===== src/rtl/lcd_static_pkg.sv =====
package lcd_static_pkg;

    // Seven-segment pattern, bit 0 = a ... bit 6 = g
    typedef logic [6:0] seg7_t;

    // Full set of segment lines, most significant field first
    typedef struct packed {
        seg7_t      hund;
        seg7_t      tens;
        seg7_t      ones;
        logic [1:0] half;   // [0] = b, [1] = c
        logic       minus;
    } seg_frame_t;

    localparam int FRAME_W = $bits(seg_frame_t);

    // Raw reading handed to the decoder
    typedef struct packed {
        logic [3:0] hund;
        logic [3:0] tens;
        logic [3:0] ones;
        logic       half_one;
        logic       neg;
        logic       ovr;
    } reading_t;

    function automatic seg7_t bcd_to_seg7(input logic [3:0] code);
        seg7_t p;
        case (code)
            4'd0:    p = 7'h3F;
            4'd1:    p = 7'h06;
            4'd2:    p = 7'h5B;
            4'd3:    p = 7'h4F;
            4'd4:    p = 7'h66;
            4'd5:    p = 7'h6D;
            4'd6:    p = 7'h7D;
            4'd7:    p = 7'h07;
            4'd8:    p = 7'h7F;
            4'd9:    p = 7'h6F;
            default: p = 7'h00;
        endcase
        return p;
    endfunction

endpackage


===== src/rtl/lcd_bp_divider.sv =====
module lcd_bp_divider #(
    parameter int PRE_DIV  = 4,
    parameter int MAIN_DIV = 200
) (
    input  logic clk,
    input  logic rst,
    output logic phase_flip
);
    localparam int HALF   = MAIN_DIV / 2;
    localparam int HALF_W = (HALF > 1) ? $clog2(HALF) : 1;

    logic              tick;
    logic [HALF_W-1:0] ph_q;

    generate
        if (PRE_DIV > 1) begin : g_pre
            localparam int PW = $clog2(PRE_DIV);
            logic [PW-1:0] pre_q;
            always_ff @(posedge clk) begin
                if (rst)
                    pre_q <= '0;
                else if (pre_q == PW'(PRE_DIV - 1))
                    pre_q <= '0;
                else
                    pre_q <= pre_q + 1'b1;
            end
            assign tick = (pre_q == PW'(PRE_DIV - 1));
        end else begin : g_nopre
            assign tick = 1'b1;
        end
    endgenerate

    always_ff @(posedge clk) begin
        if (rst)
            ph_q <= '0;
        else if (tick) begin
            if (ph_q == HALF_W'(HALF - 1))
                ph_q <= '0;
            else
                ph_q <= ph_q + 1'b1;
        end
    end

    assign phase_flip = tick && (ph_q == HALF_W'(HALF - 1));

    assert_half_count_bound_R1: assert property (@(posedge clk) disable iff (rst)
        ({1'b0, ph_q} < (HALF_W + 1)'(HALF)));

endmodule


===== src/rtl/lcd_seg_decode.sv =====
module lcd_seg_decode
    import lcd_static_pkg::*;
(
    input  reading_t   rd,
    output seg_frame_t lit
);
    always_comb begin
        lit.minus = rd.neg;
        lit.half  = {2{rd.half_one}};
        if (rd.ovr) begin
            lit.ones = '0;
            lit.tens = '0;
            lit.hund = '0;
        end else begin
            lit.ones = bcd_to_seg7(rd.ones);
            lit.tens = bcd_to_seg7(rd.tens);
            lit.hund = bcd_to_seg7(rd.hund);
        end
    end
endmodule


===== src/rtl/lcd_phase_drive.sv =====
module lcd_phase_drive
    import lcd_static_pkg::*;
(
    input  logic       clk,
    input  logic       rst,
    input  logic       flip,
    input  logic       lamp,
    input  seg_frame_t lit,
    output logic       bp,
    output seg_frame_t drive
);
    logic       bp_q;
    seg_frame_t drive_q;

    always_ff @(posedge clk) begin
        if (rst) begin
            bp_q    <= 1'b0;
            drive_q <= '0;
        end else if (flip) begin
            bp_q <= ~bp_q;
            if (lamp)
                drive_q <= '1;
            else
                drive_q <= lit ^ {FRAME_W{~bp_q}};
        end
    end

    assign bp    = bp_q;
    assign drive = drive_q;

    assert_bp_moves_on_flip_R1: assert property (@(posedge clk) disable iff (rst)
        $changed(bp_q) |-> $past(flip));

    assert_segs_still_mid_phase_R9: assert property (@(posedge clk) disable iff (rst)
        $stable(bp_q) |-> $stable(drive_q));

    assert_lamp_all_high_R8: assert property (@(posedge clk) disable iff (rst)
        (flip && lamp) |=> (drive_q == '1));

endmodule


===== src/rtl/lcd_static_driver.sv =====
module lcd_static_driver
    import lcd_static_pkg::*;
#(
    parameter int PRE_DIV  = 4,
    parameter int MAIN_DIV = 200
) (
    input  logic       clk,
    input  logic       rst,
    input  logic [3:0] bcd_ones,
    input  logic [3:0] bcd_tens,
    input  logic [3:0] bcd_hund,
    input  logic       half_one,
    input  logic       neg,
    input  logic       ovr,
    input  logic       lamp,
    input  logic       dp_sel,
    output logic       bp_out,
    output logic [6:0] seg_ones,
    output logic [6:0] seg_tens,
    output logic [6:0] seg_hund,
    output logic [1:0] seg_half,
    output logic       seg_minus,
    output logic       dp_out
);
    logic       flip;
    reading_t   rd;
    seg_frame_t lit;
    seg_frame_t drive;

    assign rd = '{hund: bcd_hund, tens: bcd_tens, ones: bcd_ones,
                  half_one: half_one, neg: neg, ovr: ovr};

    lcd_bp_divider #(.PRE_DIV(PRE_DIV), .MAIN_DIV(MAIN_DIV)) u_div (
        .clk        (clk),
        .rst        (rst),
        .phase_flip (flip)
    );

    lcd_seg_decode u_dec (
        .rd  (rd),
        .lit (lit)
    );

    lcd_phase_drive u_drv (
        .clk   (clk),
        .rst   (rst),
        .flip  (flip),
        .lamp  (lamp),
        .lit   (lit),
        .bp    (bp_out),
        .drive (drive)
    );

    assign seg_hund  = drive.hund;
    assign seg_tens  = drive.tens;
    assign seg_ones  = drive.ones;
    assign seg_half  = drive.half;
    assign seg_minus = drive.minus;
    assign dp_out    = dp_sel ^ bp_out;

    assert_ovr_blanks_low_R7: assert property (@(posedge clk) disable iff (rst)
        (flip && !lamp && ovr) |=> ({seg_hund, seg_tens, seg_ones} == {21{bp_out}}));

    assert_minus_follows_sign_R5: assert property (@(posedge clk) disable iff (rst)
        (flip && !lamp) |=> (seg_minus == (bp_out ^ $past(neg))));

    assert_half_pair_R6: assert property (@(posedge clk) disable iff (rst)
        (flip && !lamp) |=> (seg_half == {2{bp_out ^ $past(half_one)}}));

endmodule


===== config.mk =====
export PLATFORM = sky130hd
export DESIGN_NAME = lcd_static_driver
export DESIGN_NICKNAME = d
export VERILOG_FILES = /design/src/rtl/lcd_static_pkg.sv /design/src/rtl/lcd_bp_divider.sv /design/src/rtl/lcd_seg_decode.sv /design/src/rtl/lcd_phase_drive.sv /design/src/rtl/lcd_static_driver.sv
export SDC_FILE = /design/constraint.sdc
export NUM_CORES = 1
export LEC_CHECK = 0
export BUFFER_PORTS_ARGS = -buffer_cell sky130_fd_sc_hd__buf_2
export CORE_UTILIZATION = 35
export CTS_CLUSTER_DIAMETER = 50
export DETAILED_ROUTE_END_ITERATION = 10
export GPL_TIMING_DRIVEN = 0
export PLACE_DENSITY_LB_ADDON = 0.25
export SETUP_SLACK_MARGIN = 0.1
export SKIP_LAST_GASP = 1
export SLEW_MARGIN = 20
export SYNTH_ARGS = -nofsm -noshare
export SYNTH_HDL_FRONTEND = slang
export SYNTH_SLANG_ARGS = --single-unit

===== constraint.sdc =====
create_clock -name clk -period 5 [get_ports clk]
set_input_delay 0.25 -clock clk [delete_from_list [all_inputs] [get_ports clk]]
set_output_delay 0.25 -clock clk [all_outputs]
set_load 0.005 [all_outputs]

==> impl_metrics.ini <==
[run_status]
outcome = finished clean

[floorplan]
top_level_ports = 45
core_um2 = 5920
initial_core_util = 0.363
rows = 28
die-area_um2 = 6460
die_x_um = 80.3
chipHeight_um = 80.3

[critical_path]
path_buf_inv = 3
critical_path.max_stage_delay_ns = 0.47
crit_path_end_kind = flop
crit_family = simple AND/OR/NAND/NOR gates
cpMostUsedCell = buf_6
required_ns = 5.14
worstSetupPathType = flop to flop
cp_data_arrival_time_ns = 2.02
crit_path_max_fanout = 10
slowest_stage = nor4_4
r2r_start = u_div.g_pre.pre_q[0]
setup.worst_path.start_class = flop
path_cells = ha_1 > buf_4 > nand2_4 > nor4_4 > and2_1 > buf_6 > buf_6 > a211oi_1
startpoint = u_div.g_pre.pre_q[0]

[run]
maxCapViolCount = 0

[power_and_ir_drop]
cellLeakagePower_nw = 1.06
p_per_area_nw_per_um2 = 235
ir_drop_uv = 176

[logic_synthesis]
ys_ff_latch = 33
synth_ff_type = dfxtp_1
yosys-top-cells-area = dfxtp_1 31%, xnor2_1 10%, ha_1 9.9%
seq_area_frac_synth = 0.308
synth_cell_types = 32
synth_largest_area_cell = dfxtp_1
synth_top_area_share = 0.308
synth_nets = 282
netlist_top_cells_count = 35 x nor2_1, 33 x dfxtp_1, 25 x xnor2_1
syn_area_um2 = 2150
synth-edff-count = 0
netlist_instances = 246
async_flop_share = 0
yosysWarnings = 0
syn_area_per_cell_um2 = 8.73
yosysMostFrequentCell = nor2_1

[sta]
rsz0062_at_grt = no
timing.final.crit_period_ns = 1.87
whs_ns = 0.305
max_slew_margin = 0.647
timing.setup.tns_ns = 0
finalCritPeriodShare = 0.375
finalSetupViolCount = 0
hold_viol_final = 0
fmax_ghz = 0.533
maxSlewViolCount = 0
clock_skew_ns = 0.00758
timing_worst_slew_pin_value_ns = 0.525

[cts]
cts_hold_buf = 0
clkTransAtPathRegs_ns = 0.06
cts_setup_buffers = 0
htreeDepth = 2
numCtsBuffers = 5
clock_sinks = 33
cts_resized = 0
clk_path_buf_depth = 2
clk_latency_ns = 0.28
tritoncts = built
root_buffer = clkbuf_8

[routing]
ant_nets = 0
drt-total-wl_um = 4440
drt_iter0_drc = 83
dr.pass1.iters = 4
viasPerCell = 4.81
drc = 0
routed-via-count = 1778
avgRoutedWirePerCell_um = 12.0

[global_routing]
grt_pass1_wl_um = 7220
grt_usage = 0.143
antenna_found_initial = 0
grt_pass1_vias = 1545
grt_overflow = 0
grt_start_max_net_pins = 11

[cells_and_area]
areaGrowthSynthToFinish_pct = 19.3
n_fill_cell = 591
final_core_util = 0.433
antenna_cells = 0
drive_above_1_share = 0.227
fin_nets = 330

[hold_path]
hold_start = rst
hold_path_class = input port to flop

[placement]
dp_hpwl_um = 3430
placement.io_buffers = 41
place_congestion = 0.735
report_power, final:
group	switching (mW)	internal, mW
Sequential	0.00129	0.266
Combinational	0.0437	0.0347
Clock	0.0944	0.162
per-stage QoR:
| stage | area (µm²) | setup slack, ns | total power, mW | instances |
|---|---|---|---|---|
| after detailed placement | 2450 | 3.13 | 0.352 | 362 |
| after global routing | 2560 | 2.94 | 0.628 | 370 |
| after CTS | 2560 | 3.12 | 0.610 | 370 |
| final | 2560 | 3.13 | 0.602 | 370 |
| after floorplan | 2150 | 3.34 | 0.329 | 246 |
| after global placement | 2450 | 3.14 | 0.351 | 362 |
cells in the final DEF (no fill, tap or decap), drive strengths merged, types with 3 or more instances in the layout:
cell type / instances
o21ai: 10
nor4bb: 3
mux2i: 4
clkbuf: 13
nor2b: 14
xnor2: 25
nand2b: 3
o311ai: 5
xor2: 7
dfxtp: 33
a21oi: 13
nand2: 3
nor4b: 6
buf: 57
ha: 17
inv: 8
nor2: 35
a311oi: 5
nor3: 6
a211oi: 19
final timing paths:
path,endpoint,slack (ns),cells past startpoint
setup reg to reg,u_drv.drive[15],3.13,8
hold reg to reg,u_div.g_pre.pre_q[0],0.42,1
setup / recovery,u_drv.drive[15],3.13,8
hold / removal,u_drv.drive[21],0.30,2
routing by layer:
metal,share of wire,GRT usage,vias up
met5,0,0,-
met4,0.016,0.0518,0
met3,0.041,0.0261,6
met2,0.43,0.210,44
met1,0.52,0.204,782
li1,-,-,946
state kept, by name (all words and copies together) (netlist names):
name and count:
u_div.g_pre.pre_q 2, u_drv.drive 23, u_drv.bp 1, u_div.ph_q 7
cells by family (layout without fill, tap and decap cells):
family / Yosys count / count (layout) / synth area share
and+or+nand+nor: 77 / 77 / 0.203
AOI/OAI and AO/OA: 53 / 53 / 0.164
DFF: 33 / 33 / 0.308
xor gates and xnor gates: 32 / 32 / 0.130
buffers and inverters: 30 / 79 / 0.0769
adders and majority gates: 17 / 17 / 0.0990
muxes: 4 / 4 / 0.0186
layout make-up:
type / instances / area, µm² / share of cell area
tap: 75 / 93.8 / 0.0366
timing repair buffer: 41 / 205 / 0.0800
inverter: 8 / 30.0 / 0.0117
sequential: 33 / 661 / 0.258
clock buffer: 7 / 86.3 / 0.0337
buffer: 22 / 135 / 0.0527
clock inverter: 1 / 30.0 / 0.0117
multi-input combinational: 183 / 1320 / 0.516
No activity file was read; power rests on OpenSTA's default activity.
